--- src/rtl/aclink_pkg.sv ---
package aclink_pkg;
  parameter int TAG_W      = 16;
  parameter int SLOT_W     = 20;
  parameter int NUM_SLOTS  = 12;
  parameter int IDX_W      = 7;
  parameter int REG_W      = 16;
  parameter int SMP_W      = 16;
  parameter int NUM_PCM    = 6;
  parameter int SLOT_IDX_W = $clog2(NUM_SLOTS + 1);
  parameter int BIT_POS_W  = $clog2(SLOT_W);

  typedef struct packed {
    logic                  frameStart;
    logic                  sampleEn;
    logic                  slotEnd;
    logic                  active;
    logic [SLOT_IDX_W-1:0] slotIdx;
    logic [BIT_POS_W-1:0]  bitPos;
  } link_strobe_t;

  function automatic int pcmSlotOf(input int ch);
    return (ch < 2) ? ch + 3 : ch + 4;
  endfunction
endpackage

--- src/rtl/aclink_ctrl.sv ---
module aclink_ctrl
  import aclink_pkg::*;
(
  input  logic         bitClk,
  input  logic         rstN,
  input  logic         syncIn,
  output link_strobe_t strobe
);
  localparam logic [SLOT_IDX_W-1:0] LAST_SLOT = SLOT_IDX_W'(NUM_SLOTS);
  localparam logic [BIT_POS_W-1:0]  TAG_LAST  = BIT_POS_W'(TAG_W - 1);
  localparam logic [BIT_POS_W-1:0]  SLOT_LAST = BIT_POS_W'(SLOT_W - 1);

  logic                  syncPrev;
  logic                  active;
  logic [SLOT_IDX_W-1:0] slotIdx;
  logic [BIT_POS_W-1:0]  bitPos;
  logic                  syncRise;
  logic                  atLast;

  assign syncRise = syncIn & ~syncPrev;
  assign atLast   = (slotIdx == '0) ? (bitPos == TAG_LAST) : (bitPos == SLOT_LAST);

  always_ff @(negedge bitClk or negedge rstN) begin
    if (!rstN) begin
      syncPrev <= 1'b0;
      active   <= 1'b0;
      slotIdx  <= '0;
      bitPos   <= '0;
    end else begin
      syncPrev <= syncIn;
      if (syncRise) begin
        active  <= 1'b1;
        slotIdx <= '0;
        bitPos  <= '0;
      end else if (active) begin
        if (atLast) begin
          bitPos <= '0;
          if (slotIdx == LAST_SLOT) active <= 1'b0;
          else slotIdx <= slotIdx + 1'b1;
        end else begin
          bitPos <= bitPos + 1'b1;
        end
      end
    end
  end

  always_comb begin
    strobe.frameStart = syncRise;
    strobe.sampleEn   = active & ~syncRise;
    strobe.slotEnd    = active & ~syncRise & atLast;
    strobe.active     = active;
    strobe.slotIdx    = slotIdx;
    strobe.bitPos     = bitPos;
  end

  AST_START_ALIGN: assert property (@(negedge bitClk) disable iff (!rstN)
    syncRise |=> (active && slotIdx == '0 && bitPos == '0));

  AST_POS_BOUND: assert property (@(negedge bitClk) disable iff (!rstN)
    (active && slotIdx == '0) |-> (bitPos <= TAG_LAST));
endmodule

--- src/rtl/aclink_dp.sv ---
module aclink_dp
  import aclink_pkg::*;
(
  input  logic                            bitClk,
  input  logic                            rstN,
  input  logic                            serIn,
  input  link_strobe_t                    strobe,
  input  logic                            codecReady,
  input  logic                            recValid,
  input  logic [SMP_W-1:0]                recLeft,
  input  logic [SMP_W-1:0]                recRight,
  input  logic [REG_W-1:0]                regRdData,
  output logic                            serOut,
  output logic                            regWrEn,
  output logic [IDX_W-1:0]                regWrAddr,
  output logic [REG_W-1:0]                regWrData,
  output logic [IDX_W-1:0]                regRdAddr,
  output logic [NUM_PCM-1:0]              pcmStb,
  output logic [NUM_PCM-1:0][SLOT_W-1:0]  pcmSample
);
  localparam int IDX_MSB  = SLOT_W - 2;
  localparam int IDX_LSB  = SLOT_W - 1 - IDX_W;
  localparam int DATA_LSB = SLOT_W - REG_W;
  localparam int PAD_W    = SLOT_W - SMP_W;
  localparam int LOW_W    = SLOT_W - 1 - IDX_W;
  localparam int TAG_PAD  = TAG_W - 5;

  logic [SLOT_W-1:0] shiftReg, nextShift;
  logic [TAG_W-1:0]  tagWord;
  logic [SLOT_W-1:0] cmdWord;
  logic              pendValid;
  logic [IDX_W-1:0]  pendIdx;
  logic              rspValid;
  logic [IDX_W-1:0]  rspIdx;
  logic [REG_W-1:0]  rspData;
  logic              readyLat, recLatValid;
  logic [SMP_W-1:0]  recLatL, recLatR;
  logic              frameOk;

  assign nextShift = {shiftReg[SLOT_W-2:0], serIn};
  assign frameOk   = tagWord[TAG_W-1];
  assign regRdAddr = pendIdx;

  // capture, command decode, frame-start staging
  always_ff @(negedge bitClk or negedge rstN) begin
    if (!rstN) begin
      shiftReg    <= '0;
      tagWord     <= '0;
      cmdWord     <= '0;
      pendValid   <= 1'b0;
      pendIdx     <= '0;
      rspValid    <= 1'b0;
      rspIdx      <= '0;
      rspData     <= '0;
      readyLat    <= 1'b0;
      recLatValid <= 1'b0;
      recLatL     <= '0;
      recLatR     <= '0;
      regWrEn     <= 1'b0;
      regWrAddr   <= '0;
      regWrData   <= '0;
    end else begin
      regWrEn <= 1'b0;
      if (strobe.frameStart) begin
        rspValid    <= pendValid;
        rspIdx      <= pendIdx;
        rspData     <= regRdData;
        pendValid   <= 1'b0;
        readyLat    <= codecReady;
        recLatValid <= recValid;
        recLatL     <= recLeft;
        recLatR     <= recRight;
      end
      if (strobe.sampleEn) shiftReg <= nextShift;
      if (strobe.slotEnd) begin
        case (strobe.slotIdx)
          SLOT_IDX_W'(0): tagWord <= nextShift[TAG_W-1:0];
          SLOT_IDX_W'(1): begin
            cmdWord <= nextShift;
            if (frameOk && tagWord[TAG_W-2] && nextShift[SLOT_W-1]) begin
              pendValid <= 1'b1;
              pendIdx   <= nextShift[IDX_MSB:IDX_LSB];
            end
          end
          SLOT_IDX_W'(2): begin
            if (frameOk && tagWord[TAG_W-2] && tagWord[TAG_W-3] &&
                !cmdWord[SLOT_W-1] && !cmdWord[IDX_LSB]) begin
              regWrEn   <= 1'b1;
              regWrAddr <= cmdWord[IDX_MSB:IDX_LSB];
              regWrData <= nextShift[SLOT_W-1:DATA_LSB];
            end
          end
          default: ;
        endcase
      end
    end
  end

  // playback lanes
  for (genvar g = 0; g < NUM_PCM; g++) begin : gLane
    localparam int LANE_SLOT = pcmSlotOf(g);
    logic [SLOT_W-1:0] laneData;
    logic              laneStb;
    always_ff @(negedge bitClk or negedge rstN) begin
      if (!rstN) begin
        laneData <= '0;
        laneStb  <= 1'b0;
      end else begin
        laneStb <= 1'b0;
        if (strobe.slotEnd && strobe.slotIdx == SLOT_IDX_W'(LANE_SLOT) &&
            frameOk && tagWord[TAG_W-1-LANE_SLOT]) begin
          laneData <= nextShift;
          laneStb  <= 1'b1;
        end
      end
    end
    assign pcmSample[g] = laneData;
    assign pcmStb[g]    = laneStb;
  end

  // serializer
  logic [TAG_W-1:0]  tagIn;
  logic [SLOT_W-1:0] rspAddrWord, rspDataWord, recWordL, recWordR;
  logic [3:0]        tagSel;
  logic [BIT_POS_W-1:0] wordSel;
  logic              txBit;

  assign tagIn       = {readyLat, rspValid, rspValid, recLatValid, recLatValid, {TAG_PAD{1'b0}}};
  assign rspAddrWord = {1'b0, rspIdx, {LOW_W{1'b0}}};
  assign rspDataWord = {rspData, {DATA_LSB{1'b0}}};
  assign recWordL    = {recLatL, {PAD_W{1'b0}}};
  assign recWordR    = {recLatR, {PAD_W{1'b0}}};
  assign tagSel      = 4'(TAG_W - 1) - strobe.bitPos[3:0];
  assign wordSel     = BIT_POS_W'(SLOT_W - 1) - strobe.bitPos;

  always_comb begin
    case (strobe.slotIdx)
      SLOT_IDX_W'(0): txBit = tagIn[tagSel];
      SLOT_IDX_W'(1): txBit = rspValid & rspAddrWord[wordSel];
      SLOT_IDX_W'(2): txBit = rspValid & rspDataWord[wordSel];
      SLOT_IDX_W'(3): txBit = recLatValid & recWordL[wordSel];
      SLOT_IDX_W'(4): txBit = recLatValid & recWordR[wordSel];
      default:        txBit = 1'b0;
    endcase
  end

  always_ff @(posedge bitClk or negedge rstN) begin
    if (!rstN) serOut <= 1'b0;
    else       serOut <= strobe.active & txBit;
  end

  AST_WR_SINGLE: assert property (@(negedge bitClk) disable iff (!rstN)
    regWrEn |=> !regWrEn);

  AST_WR_EVEN: assert property (@(negedge bitClk) disable iff (!rstN)
    regWrEn |-> !regWrAddr[0]);

  AST_LANE_ONEHOT: assert property (@(negedge bitClk) disable iff (!rstN)
    $onehot0(pcmStb));

  AST_RSP_GATE: assert property (@(posedge bitClk) disable iff (!rstN)
    (strobe.active && strobe.slotIdx == SLOT_IDX_W'(1) && !rspValid) |=> !serOut);

  AST_REC_GATE: assert property (@(posedge bitClk) disable iff (!rstN)
    (strobe.active && strobe.slotIdx == SLOT_IDX_W'(3) && !recLatValid) |=> !serOut);

  AST_TAIL_ZERO: assert property (@(posedge bitClk) disable iff (!rstN)
    (strobe.active && strobe.slotIdx >= SLOT_IDX_W'(5)) |=> !serOut);
endmodule

--- src/rtl/aclink_codec_engine.sv ---
module aclink_codec_engine
  import aclink_pkg::*;
(
  input  logic                            bitClk,
  input  logic                            rstN,
  input  logic                            syncIn,
  input  logic                            serIn,
  output logic                            serOut,
  input  logic                            codecReady,
  input  logic                            recValid,
  input  logic [SMP_W-1:0]                recLeft,
  input  logic [SMP_W-1:0]                recRight,
  output logic                            regWrEn,
  output logic [IDX_W-1:0]                regWrAddr,
  output logic [REG_W-1:0]                regWrData,
  output logic [IDX_W-1:0]                regRdAddr,
  input  logic [REG_W-1:0]                regRdData,
  output logic [NUM_PCM-1:0]              pcmStb,
  output logic [NUM_PCM-1:0][SLOT_W-1:0]  pcmSample
);
  link_strobe_t strobe;

  aclink_ctrl uCtrl (
    .bitClk (bitClk),
    .rstN   (rstN),
    .syncIn (syncIn),
    .strobe (strobe)
  );

  aclink_dp uDp (
    .bitClk     (bitClk),
    .rstN       (rstN),
    .serIn      (serIn),
    .strobe     (strobe),
    .codecReady (codecReady),
    .recValid   (recValid),
    .recLeft    (recLeft),
    .recRight   (recRight),
    .regRdData  (regRdData),
    .serOut     (serOut),
    .regWrEn    (regWrEn),
    .regWrAddr  (regWrAddr),
    .regWrData  (regWrData),
    .regRdAddr  (regRdAddr),
    .pcmStb     (pcmStb),
    .pcmSample  (pcmSample)
  );
endmodule

--- config.mk ---
export PLATFORM = sky130hd
export DESIGN_NAME = aclink_codec_engine
export DESIGN_NICKNAME = d
export VERILOG_FILES = /design/src/rtl/aclink_pkg.sv /design/src/rtl/aclink_ctrl.sv /design/src/rtl/aclink_dp.sv /design/src/rtl/aclink_codec_engine.sv
export SDC_FILE = /design/constraint.sdc
export NUM_CORES = 1
export LEC_CHECK = 0
export ABC_AREA = 1
export CELL_PAD_IN_SITES_DETAIL_PLACEMENT = 1
export CELL_PAD_IN_SITES_GLOBAL_PLACEMENT = 1
export CORE_ASPECT_RATIO = 0.5
export CORE_MARGIN = 8
export CORE_UTILIZATION = 39
export CTS_BUF_LIST = sky130_fd_sc_hd__clkbuf_16
export DETAILED_ROUTE_END_ITERATION = 10
export PLACE_DENSITY_LB_ADDON = 0.15
export REMOVE_ABC_BUFFERS = 1
export SETUP_SLACK_MARGIN = 0.5
export SLEW_MARGIN = 25
export SYNTH_ARGS = -nofsm -noshare
export SYNTH_HDL_FRONTEND = slang
export SYNTH_SLANG_ARGS = --single-unit
--- constraint.sdc ---
create_clock -name bitClk -period 2.8 [get_ports bitClk]
set_clock_uncertainty 0.1 [all_clocks]
set_input_delay 0.7 -clock bitClk [delete_from_list [all_inputs] [get_ports bitClk]]
set_output_delay 0.7 -clock bitClk [all_outputs]
set_load 0.02 [all_outputs]
# Yosys cells after proc, flatten, opt, wreduce, memory -nomap -nowiden
# Index checks and enable logic that the tools add are counted.
dict set report op_classes {
  n_addsub 4
  n_lt_le_gt_ge 2
  n_eq_ne 12
  muxes 36
  bitwise 10
  n_reduce_logical 33
}
# op n
set op_table {}
lappend op_table {{$logic_and 1x1->1} 23}
lappend op_table {{$mux 1} 23}
lappend op_table {{$bmux 1 s5} 4}
lappend op_table {{$mux 4} 4}
lappend op_table {{$mux 5} 3}
lappend op_table {{$eq 4x3->1 const B} 3}
lappend op_table {{$eq 4x4->1 const B} 3}
lappend op_table {{$reduce_and 3->1} 3}
lappend op_table {{$and 1x1->1} 8}
lappend op_table {{$eq 4x2->1 const B} 2}
lappend op_table {{$lt 5x6->1 const B} 1}
lappend op_table {{$add 5x1->5 const B} 1}
lappend op_table {{$eq 5x4->1 const B} 1}
lappend op_table {{$eq 5x5->1 const B} 1}
lappend op_table {{$lt 4x5->1 const B} 1}
lappend op_table {{$pmux 1 s5} 1}
lappend op_table {{$sub 5x5->5 const A} 1}
lappend op_table {{$add 4x1->4 const B} 1}
lappend op_table {{$bmux 1 s4} 1}
lappend op_table {{$eq 4x1->1 const B} 1}
lappend op_table {{$logic_not 4->1} 1}
lappend op_table {{$reduce_and 2->1} 2}
lappend op_table {{$reduce_bool 2->1} 2}
lappend op_table {{$sub 4x4->4 const A} 1}
lappend op_table {{other kinds (3)} 5}
dict set report word_totals {
  ff_bits 283
  in_bits 54
  out_inout_bits 158
  elab_cells 129
}

# Longest topological paths before layout
dict set report logic_depth {
  word_depth 9
  ltp_mapped 14
  depth_no_buf 13
}

# Cells and area by module
# Synthesis repeated with hierarchy kept, for this count alone.
dict set report unflattened {
  hier_cells 1118
  area_unflattened_um2 10560.1
}
# mod instances cells_per_inst area_each_um2 seq_area_each_um2
set modules_own_cells {}
lappend modules_own_cells {aclink_dp 1 1041 9915.8 6331.1}
lappend modules_own_cells {aclink_ctrl 1 77 644.4 275.3}

==> results.sh <==
export IMPL_crit_family="buffers and inverters"
export IMPL_max_slew_margin=0.314
export IMPL_yosys_area_top_type="dfrtn_1"
export IMPL_fin_area_mm2=0.0191
export IMPL_area_growth_synth_to_final_pct=76.2
export IMPL_worst_path_buf_inv=7
export IMPL_synth_main_ff_cell="dfrtn_1"
export IMPL_avgSynthCellArea_um2=8.71
export IMPL_arrival_ns=2.34
export IMPL_synth_area_leaders="dfrtn_1 61%, nand2_1 14%, o21ai_0 9.3%, inv_1 5.8%, nand3_1 1.8%"
export IMPL_path_max_fanout=7
export IMPL_hold_ws_ns=0.144
export IMPL_synth_area_mm2=0.0108
export IMPL_start_kind="input port"
export IMPL_hp_class="in -> async"
export IMPL_synthArstFlopShare=1.00
export IMPL_ctsHtreeMaxLevel=1
export IMPL_critPathSlowestCell="clkbuf_16"
export IMPL_synth_top_cell_area_share=0.607
export IMPL_ys_types=28
export IMPL_grt_pass1_vias=11400
export IMPL_dp_cells=1874
export IMPL_detail_route_antenna_nets=0
export IMPL_hpwl_um=24300
export IMPL_clkSlewWorstSetupHoldPaths_ns=0.07
export IMPL_rows=43
export IMPL_slowest_delay_ns=0.24
export IMPL_critPathRequiredTime_ns=1.68
export IMPL_first_pass_iters=5
export IMPL_start_util=0.394
export IMPL_crit_type="in -> reg"
export IMPL_synth_warnings=0
export IMPL_startpoint="syncIn"
export IMPL_hold_viol_final=0
export IMPL_clk_latency_ns=0.56
export IMPL_io_buffers=211
export IMPL_synth_seq_area_share=0.609
export IMPL_syn_inst=1245
export IMPL_outcome="complete, but fails checks"
export IMPL_violations="negative setup slack"
export IMPL_comb_power_share=0.220
export IMPL_clock_path_buffers=3
export IMPL_numCtsBuffers=25
export IMPL_synth_edf_count=0
export IMPL_ff_latch_area_mm2=0.00661
export IMPL_gp_congestion=0.823
export IMPL_routed_wl_um=60100
export IMPL_slew_viol_final=0
export IMPL_grt_max_degree=63
export IMPL_finalPower_mw=10.4
export IMPL_layout_filler_cells=2795
export IMPL_drive_gt1_frac=0.469
export IMPL_swShare=0.324
export IMPL_worstMarginPinSlew_ns=1.02
export IMPL_setup_violations=420
export IMPL_grt_overflow=0
export IMPL_rsz0062_at_grt="yes"
export IMPL_power_leakage_nw=9.31
export IMPL_peakVddDrop_v=0.000639
export IMPL_cp_end_kind="flop"
export IMPL_diodes=0
export IMPL_post_dp_cell_area_mm2=0.0142
export IMPL_drt_iter0_drc=1000
export IMPL_p_sw_mw=3.36
export IMPL_cts_tree="built"
export IMPL_wl_per_cell_um=28.7
export IMPL_utilization=0.695
export IMPL_rr_startpoint="uCtrl.slotIdx[2]$_DFFE_NN0P_"
export IMPL_ios=212
export IMPL_root_buffer="clkbuf_16"
export IMPL_multiInputGateArea_mm2=0.00483
export IMPL_grt_antenna_before_repair=0
export IMPL_drc=0
export IMPL_clock_power_share=0.361
export IMPL_num_vias=11700
export IMPL_path_cells="buf_8 -> inv_4 -> nor2_4 -> nor2_4 -> clkinvlp_4 -> buf_6 -> nor2_4 -> buf_6 -> buf_6 -> nand2_8 -> clkbuf_16 -> nand2_2 -> o21ai_1"
export IMPL_cts_hold_fix_buffers=0
export IMPL_setup_slack_ns=-0.662
export IMPL_fp_dieW_um=252
export IMPL_synth_common_cells="403 x nand2_1, 263 x dfrtn_1, 202 x o21ai_0"
export IMPL_final_net_count=1755
export IMPL_pwr_share_seq=0.419
export IMPL_core_area_mm2=0.0275
export IMPL_fp_dieH_um=134
export IMPL_ys_ff_latch=264
export IMPL_grt_pass1_wl_um=65200
export IMPL_p_per_area_mw_per_mm2=542
export IMPL_synth_most_common_cell="nand2_1"
export IMPL_cts_sinks=264
export IMPL_grtUsageTotal=0.244
export IMPL_final_cells=2094
export IMPL_internal_power_mw=7.00
export IMPL_die_area_mm2=0.0337
export IMPL_vias_per_cell=5.59
export IMPL_cap_violations=0
[kinds of logic after synthesis]
group	Yosys count	share of synthesized area
compound gates	238	0.113
xor+xnor	4	0.00323
fa+ha+maj	8	0.00923
buf+inv	235	0.0844
flops	264	0.609
simple gates	496	0.181
[worst register-to-register path: cells and delay by family, from the launching register on]
family / cells / cell delay [ns]
flops: 1 / 0.43
simple gates: 7 / 0.76
buf+inv: 4 / 0.45
compound gates: 1 / 0.17
[area by class of cell]
cell class	instances	area share
clock buffer	25	0.0327
clock inverter	21	0.0109
inverter	173	0.0351
multi-input combinational	748	0.253
sequential	264	0.346
tap	382	0.0250
timing repair buffer	481	0.298
[registers in the layout, indices dropped and copies added, names as in the netlist, 4 cells and up]
signal and flops:
uDp.recLatL 16, uDp.regWrData 16, uDp.cmdWord 8, uDp.gLane.laneStb 6, uCtrl.slotIdx 4, uDp.rspIdx 7, uDp.regWrAddr 7, uDp.tagWord 9
uDp.shiftReg 19, uDp.regRdAddr 7, uDp.rspData 16, uDp.recLatR 16, uCtrl.bitPos 5, uDp.gLane.laneData 120
[worst paths after layout]
path,endpoint,slack (ns),cells past startpoint
worst max-delay path,uDp.gLane[2].laneData[18]$_DFFE_NN0P_,-0.66,13
worst min-delay path,uDp.serOut$_DFF_PN0_,0.14,2
worst max register to register,uDp.serOut$_DFF_PN0_,-0.61,12
worst min register to register,uDp.recLatR[4]$_DFFE_NN0P_,0.32,2
max in group asynchronous,uDp.gLane[3].laneData[7]$_DFFE_NN0P_,0.79,3
min in group bitClk,uDp.recLatR[4]$_DFFE_NN0P_,0.32,2
[placed cells by master (no fill, tap or decap), drive strengths merged]
cell type	count
o22ai	2
a21oi	16
xnor2	1
dfrtp	1
nor4	3
nand4	2
a31oi	1
o21ai	219
nor2	42
nor3	7
clkinv	12
clkdlybuf4s50	52
buf	410
xor2	3
inv	177
nand2	403
clkinvlp	1
bufbuf	1
dfrtn	263
clkbuf	43
nand3	41
bufinv	4
ha	8
[power groups by stage]
| stage | registers, mW | clock network, mW | logic [mW] |
|---|---|---|---|
| after floorplan | 4.31 | 0 | 0.743 |
| after CTS | 4.27 | 3.63 | 1.82 |
| after global placement | 4.31 | 0 | 1.59 |
| after global routing | 4.36 | 3.87 | 2.44 |
| final | 4.34 | 3.74 | 2.28 |
| after detailed placement | 4.32 | 0 | 1.65 |
[metrics by stage]
step	worst slack, ns	setup TNS, ns
after global placement	-1.16	-320.54
after CTS	-0.576	-137.88
after global routing	-0.686	-201.83
final	-0.662	-186.93
after floorplan	-3.35	-745.32
after detailed placement	-1.22	-336.14
[metal layers]
| metal | track usage | up-vias | part of all wire | wire, um |
|---|---|---|---|---|
| met2 | 0.436 | 573 | 0.49 | 29600 |
| met3 | 0.0460 | 247 | 0.066 | 3980 |
| met5 | 0 | - | 0 | 0 |
| li1 | - | 4799 | - | - |
| met4 | 0.0730 | 0 | 0.061 | 3680 |
| met1 | 0.298 | 6087 | 0.38 | 22800 |
[repair_timing]
action	4_1_cts	5_1_grt
buffers inserted	53	78
pin swaps	18	39
endpoints found under the setup margin	421	421
cloned	20	23
gates resized for setup	1082	473
(Power assumes the default switching activity.)
